**src/rtl/dpm_pkg.sv**
```systemverilog
package dpm_pkg;
    localparam int ADDR_W = 10;
    localparam int DATA_W = 32;

    localparam logic [ADDR_W-1:0] OFF_CTL   = 10'h000;
    localparam logic [ADDR_W-1:0] OFF_CFG   = 10'h004;
    localparam logic [ADDR_W-1:0] OFF_STAT  = 10'h008;
    localparam logic [ADDR_W-1:0] OFF_CLR   = 10'h00C;
    localparam logic [ADDR_W-1:0] OFF_TCNT  = 10'h020;
    localparam int                OFF_CNT0  = 'h030;
    localparam int                CNT_STEP  = 8;
    localparam logic [ADDR_W-1:0] OFF_HWCFG = 10'h3F0;
    localparam logic [ADDR_W-1:0] OFF_VER   = 10'h3F4;
    localparam logic [ADDR_W-1:0] OFF_IDNT  = 10'h3F8;
    localparam logic [ADDR_W-1:0] OFF_SIG   = 10'h3FC;

    localparam int CTL_START_BIT = 0;
    localparam int CTL_STOP_BIT  = 1;
    localparam int TIME_BIT      = 31;

    localparam logic [DATA_W-1:0] SIG_VAL  = 32'hA3C5_DD01;
    localparam logic [DATA_W-1:0] VER_VAL  = 32'h0000_0100;
    localparam logic [DATA_W-1:0] IDNT_VAL = 32'h0000_0DD5;
endpackage

```
**src/rtl/dpm_counter.sv**
```systemverilog
module dpm_counter #(
    parameter int W = 32
) (
    input  logic         clk,
    input  logic         rst_n,
    input  logic         inc,
    input  logic         clr,
    output logic [W-1:0] cnt,
    output logic         ovf
);
    typedef struct packed {
        logic [W-1:0] cnt;
        logic         ovf;
    } cnt_state_t;

    cnt_state_t st_d, st_q;

    always_comb begin
        st_d = st_q;
        if (clr) begin
            st_d.cnt = '0;
            st_d.ovf = 1'b0;
        end else if (inc) begin
            st_d.cnt = st_q.cnt + 1'b1;
            if (&st_q.cnt) begin
                st_d.ovf = 1'b1;
            end
        end
    end

    always_ff @(posedge clk) begin
        if (!rst_n) begin
            st_q <= '0;
        end else begin
            st_q <= st_d;
        end
    end

    assign cnt = st_q.cnt;
    assign ovf = st_q.ovf;
endmodule

```
**src/rtl/dpm_ctrl.sv**
```systemverilog
module dpm_ctrl
    import dpm_pkg::*;
#(
    parameter int NUM_EVT = 4
) (
    input  logic               clk,
    input  logic               rst_n,
    input  logic               wr_ctl,
    input  logic               wr_cfg,
    input  logic [DATA_W-1:0]  wdata,
    output logic               run,
    output logic [NUM_EVT-1:0] en
);
    typedef struct packed {
        logic               run;
        logic [NUM_EVT-1:0] en;
    } ctrl_state_t;

    ctrl_state_t st_d, st_q;

    always_comb begin
        st_d = st_q;
        if (wr_ctl) begin
            if (wdata[CTL_START_BIT]) begin
                st_d.run = 1'b1;
            end
            if (wdata[CTL_STOP_BIT]) begin
                st_d.run = 1'b0;
            end
        end
        if (wr_cfg) begin
            st_d.en = wdata[NUM_EVT-1:0];
        end
    end

    always_ff @(posedge clk) begin
        if (!rst_n) begin
            st_q <= '0;
        end else begin
            st_q <= st_d;
        end
    end

    assign run = st_q.run;
    assign en  = st_q.en;
endmodule

```
**src/rtl/dram_perf_monitor.sv**
```systemverilog
module dram_perf_monitor
    import dpm_pkg::*;
#(
    parameter int NUM_EVT = 4,
    parameter int CNT_W   = 32
) (
    input  logic               clk,
    input  logic               rst_n,
    input  logic               bus_wr,
    input  logic [ADDR_W-1:0]  bus_addr,
    input  logic [DATA_W-1:0]  bus_wdata,
    output logic [DATA_W-1:0]  bus_rdata,
    input  logic [NUM_EVT-1:0] ev_pulse
);
    localparam logic [DATA_W-1:0] HWCFG_VAL = DATA_W'(NUM_EVT) | (DATA_W'(CNT_W) << 8);

    logic               wr_ctl, wr_cfg, wr_clr;
    logic               run;
    logic [NUM_EVT-1:0] en;
    logic [CNT_W-1:0]   time_cnt;
    logic               time_ovf;
    logic [CNT_W-1:0]   ev_cnt [NUM_EVT];
    logic [NUM_EVT-1:0] ev_ovf;

    assign wr_ctl = bus_wr && (bus_addr == OFF_CTL);
    assign wr_cfg = bus_wr && (bus_addr == OFF_CFG);
    assign wr_clr = bus_wr && (bus_addr == OFF_CLR);

    dpm_ctrl #(.NUM_EVT(NUM_EVT)) u_ctrl (
        .clk    (clk),
        .rst_n  (rst_n),
        .wr_ctl (wr_ctl),
        .wr_cfg (wr_cfg),
        .wdata  (bus_wdata),
        .run    (run),
        .en     (en)
    );

    dpm_counter #(.W(CNT_W)) u_time (
        .clk   (clk),
        .rst_n (rst_n),
        .inc   (run),
        .clr   (wr_clr && bus_wdata[TIME_BIT]),
        .cnt   (time_cnt),
        .ovf   (time_ovf)
    );

    for (genvar gi = 0; gi < NUM_EVT; gi++) begin : g_evt
        dpm_counter #(.W(CNT_W)) u_evt (
            .clk   (clk),
            .rst_n (rst_n),
            .inc   (run && en[gi] && ev_pulse[gi]),
            .clr   (wr_clr && bus_wdata[gi]),
            .cnt   (ev_cnt[gi]),
            .ovf   (ev_ovf[gi])
        );
    end

    always_comb begin
        bus_rdata = '0;
        case (bus_addr)
            OFF_CTL:   bus_rdata[0] = run;
            OFF_CFG:   bus_rdata[NUM_EVT-1:0] = en;
            OFF_STAT: begin
                bus_rdata[TIME_BIT]    = time_ovf;
                bus_rdata[NUM_EVT-1:0] = ev_ovf;
            end
            OFF_TCNT:  bus_rdata = DATA_W'(time_cnt);
            OFF_HWCFG: bus_rdata = HWCFG_VAL;
            OFF_VER:   bus_rdata = VER_VAL;
            OFF_IDNT:  bus_rdata = IDNT_VAL;
            OFF_SIG:   bus_rdata = SIG_VAL;
            default:   bus_rdata = '0;
        endcase
        for (int i = 0; i < NUM_EVT; i++) begin
            if (bus_addr == ADDR_W'(OFF_CNT0 + CNT_STEP * i)) begin
                bus_rdata = DATA_W'(ev_cnt[i]);
            end
        end
    end
endmodule

```
**config.mk**
```make
export PLATFORM = sky130hd
export DESIGN_NAME = dram_perf_monitor
export DESIGN_NICKNAME = d
export VERILOG_FILES = /design/src/rtl/dpm_pkg.sv /design/src/rtl/dpm_counter.sv /design/src/rtl/dpm_ctrl.sv /design/src/rtl/dram_perf_monitor.sv
export SDC_FILE = /design/constraint.sdc
export NUM_CORES = 1
export LEC_CHECK = 0
export BUFFER_PORTS_ARGS = -buffer_cell sky130_fd_sc_hd__clkbuf_2
export CAP_MARGIN = 10
export CORE_ASPECT_RATIO = 1.5
export CORE_MARGIN = 4
export CORE_UTILIZATION = 38
export DETAILED_ROUTE_END_ITERATION = 8
export GPL_TIMING_DRIVEN = 0
export PLACE_DENSITY_LB_ADDON = 0.12
export SYNTH_ARGS = -nofsm -noshare
export SYNTH_HDL_FRONTEND = slang
export SYNTH_SLANG_ARGS = --single-unit
```
**constraint.sdc**
```tcl
create_clock -name clk -period 3.15 [get_ports clk]
set_input_delay 0.4725 -clock clk [delete_from_list [all_inputs] [get_ports clk]]
set_output_delay 0.4725 -clock clk [all_outputs]
set_load 0.01 [all_outputs]
```
# == Yosys cells after proc, flatten, opt, wreduce, memory -nomap -nowiden ==
# Cells that the tools add are included.
# W data, S select, Z words.
# classes
add_sub_neg,5
eq_ne,12
mux,10
n_bitwise,1
reduce_logical,31
# ops
cell,n
$reduce_and A33 Y1,5
$add A32 B1 Y32 const B,5
$pmux W27 S5,1
$mux W32,4
$eq A10 B10 Y1 const B,4
$eq A10 B6 Y1 const B,3
$eq A10 B4 Y1 const B,2
$eq A10 B7 Y1 const B,2
$logic_and A1 B1 Y1,16
$reduce_or A2 Y1,7
$pmux W3 S4,1
$eq A10 B3 Y1 const B,1
$logic_not A10 Y1,1
$pmux W1 S5,1
$pmux W1 S3,1
$mux W1,2
$reduce_and A2 Y1,1
$reduce_bool A2 Y1,1
$not A1 Y1,1
# word_totals
register_bits,170
in_bits,49
wordCells,71

# == Depth between registers and ports, before layout ==
# logic_depth
word_depth,7
depth_mapped,8
mapped_depth_nobuf,6

# == Hierarchy ==
# From an unflattened synthesis, not the netlist that was laid out.
# hier_totals
hier_cells,1163
hier_area_um2,9753.1
# modules_own_cells
module,n_inst,cells_per_inst,area_per_inst_um2
dpm_counter,5,172,1561.5
dram_perf_monitor,1,286,1769.2
dpm_ctrl,1,17,176.4

# == Worst setup path after synthesis ==
# OpenSTA, ideal clock, no wires.
# synth_path
kind,input port to output port
start,input port bus_addr[2]
end,output port bus_rdata[13]
t_arrival_ns,2.092
required_time_ns,2.677
setup_slack_ns,0.585
path_stages,7
n_path_buf,3
path_cell_list,buf_2 or4_4 nor3_4 buf_4 buf_2 a22oi_1 o21ai_0
# synth_via
elab_chain_cells,6
elab_cells_between_ends,14
classes_between,eq/ne (9); mux (5)
# synth_lines
item,line,text
from (decl),dram_perf_monitor.sv:10,"input logic [ADDR_W-1:0] bus_addr,"
$eq A10 B10 Y1 / $eq A10 B6 Y1 (equally long branches),dram_perf_monitor.sv:61,case (bus_addr)
$pmux W27 S5,dram_perf_monitor.sv:61,
$mux W32 (3 in series),dram_perf_monitor.sv:76,if (bus_addr == ADDR_W'(OFF_CNT0 + CNT_STEP * i)) begin
$mux W32 (*),dram_perf_monitor.sv:76,
to (decl),dram_perf_monitor.sv:12,"output logic [DATA_W-1:0] bus_rdata,"
# Every way passes the cells marked *; elsewhere a longest branch is shown, timed or not.

# == Worst setup path after layout ==
# layout_path
start,input port bus_addr[4]
end,output port bus_rdata[21]
# The elaborated chain is that of the path after synthesis.

==> results.ini <==
[worst_setup_path]
path_class=in -> out
cp_data_arrival_time_ns=2.58
r2r-end=g_evt[0].u_evt.cnt[19]$_SDFFE_PP0P_
r2r_start=u_ctrl.run$_SDFFE_PN0P_
crit_fanout=10
rrSetupSlack_ns=0.60
end_kind=primary output
crit_path_start_kind=input pin
crit_required_ns=2.68
r2r_cells=6

[global_routing]
grt_antenna_before_repair=0
grt_pass1_vias=7737
grt_pass1_wl_um=45400
grt_overflow=0
grt_max_degree=17
grt_util_all_layers_pct=22.8

[floorplan]
num_io_pins=81
core_um2=23000
rows=68
start_util_pct=38.5
die_x_um=133
die_h_um=195
die_area_um2=25800

[sta]
setup_viol=0
drv_slew=0
period_share_pct=97.0
slew_headroom_pct=19.6
period_minus_slack_ns=3.06
worst_hold_slack_ns=0.260
rsz0062_at_grt=false
setup_tns_ns=0
hold_violations=0
setup_ws_ns=0.0942
fin_skew_ns=0.00851
tightest_slew_ns=1.20
timing.fmax_ghz=0.327

[clock_tree]
cts_tree=built
cts.sinks=170
cts-root-buf=clkbuf_16
max-clock-path-buffers=2
insertion_delay_ns=0.45
cts-hold-fix-buffers=0
htreeDepth=4
cts_buffers=17
clkTransAtPathRegs_ns=0.06

[pwr]
cellPowerDensity_nw_per_um2=447
ir_drop_v=0.000361
power_mw=4.55
p_leak_nw=3.68

[finish]
drive_above_1_share_pct=11.9
layout_common_cells=207 x nor2_1, 170 x dfxtp_1, 85 x nand2_1
area_growth_pct=15.0
multi_input_area_um2=5190
n_antenna_cell=0
final_common_cell=nor2_1
n_fill_cell=2389
seq_area_um2=3400
fin_nets=1205

[synthesis]
syn-num-nets=1133
yosysWarnings=0
netlist_top_cells_area=dfxtp_1 38%, nor2_1 8.8%, xnor2_1 7.0%
ys.flop_type=dfxtp_1
ys_types=63
syn_inst=1079
synth_edf_count=0
yosysSeqAreaShare_pct=38.5
synth_area_um2=8840
syn_avg_cell_area_um2=8.19
synth_seq_cells=170
netlist.area_leader.share_pct=38.5
synth_top_cell_by_area=dfxtp_1
postSynth.asyncResetShare_pct=0

[routing]
drc=0
via_per_inst=5.64
wl_um=29100
dr.first_iter.drc_count=645
vias=8137
wl_per_cell_um=20.1
drt_pre_antenna_iters=5
ant_nets=0

[placed_design]
dpl.hpwl_um=23000
place_congestion=0.881
dp_worst_setup_slack_ns=-0.224
io_buffers=51

[worst_hold_path]
hold_end=u_ctrl.run$_SDFFE_PN0P_
min_path_type=in -> reg
hold_start=bus_wdata[1]
holdPathStages=2

[run]
drv_cap=0

[outcome]
outcome=completed

## critical path, stage by stage
cell and delay, ns:
clkbuf_2 0.13, or4b_1 0.59, nor3_4 0.26, buf_4 0.24, clkbuf_4 0.25, a22oi_1 0.13, a31oi_1 0.32, clkbuf_2 0.19
## registers in the layout, summed over array words and instances, names as in the netlist
register	count
u_time.ovf	1
g_evt.u_evt.ovf	4
u_ctrl.run	1
u_time.cnt	32
u_ctrl.en	4
g_evt.u_evt.cnt	128
## kinds of logic (layout without fill, tap and decap cells)
group	Yosys count	after routing	synth area share, %
compound gates	145	145	11.3
xor+xnor	140	140	13.9
fa+ha+maj	5	5	0.708
buf+inv	72	157	3.50
flops	170	170	38.5
mux	9	9	1.02
simple gates	538	538	31.1
## final cells by class
type / count / share of cell area, %
clock inverter: 13 / 1.76
clock buffer: 19 / 4.46
tap: 280 / 3.45
timing repair buffer: 53 / 2.66
multi-input combinational: 837 / 51.1
sequential: 170 / 33.5
buffer: 48 / 2.26
inverter: 24 / 0.886
## where the power goes
part | switching [mW] | internal [mW]
clock | 0.974 | 1.31
combinational | 0.0820 | 0.0277
sequential | 0.0000483 | 2.15
## Yosys cell counts (all sizes together) (8+ instances only)
cell type    n
inv         24
xnor2       71
nand2       85
and4        23
o21ai       19
and2         8
and3        34
a22oi       29
a21oi       33
xor2        69
buf         27
a31oi       14
nor4        26
nand3       49
nor2       208
mux2i        9
dfxtp      170
nor3        23
a221oi      12
nand4       51
a222oi       8
clkbuf      21
or3         15
## how the worst max path moves through the flow
stage	startpoint	end	slack (ns)	depth (start not counted)
final	bus_addr[4]	bus_rdata[21]	0.09	8
after global routing	bus_addr[5]	bus_rdata[26]	0.005	8
after CTS	bus_addr[1]	bus_rdata[21]	0.005	8
after detailed placement	bus_addr[1]	bus_rdata[24]	-0.22	9
after global placement	bus_addr[1]	bus_rdata[24]	-0.24	7
after floorplan	bus_addr[2]	bus_rdata[13]	0.59	7
## what timing repair did
action | in CTS | in global routing
resized for setup | 6 | 14
hold endpoints to repair | 0 | 0
pin swaps | 0 | 4
buffers inserted | 0 | 2
endpoints found under the setup margin | 27 | 25
## stage by stage
| stage | util [%] | instances | area [µm²] |
|---|---|---|---|
| final | 44.3 | 1444 | 10200 |
| after global routing | 44.3 | 1444 | 10200 |
| after CTS | 44.0 | 1442 | 10100 |
| after detailed placement | 41.1 | 1410 | 9450 |
| after global placement | 41.1 | 1410 | 9450 |
| after floorplan | - | 1079 | 8840 |
## per-layer routing
metal  wire length, µm  vias up  GRT usage, %
li1                  -     3995             -
met1             12100     3890          27.3
met2             14700      188          39.6
met3              1100       64          3.75
met4              1240        0          10.7
met5                 0        -             0
Note: power is estimated with default switching activity, not from simulation.
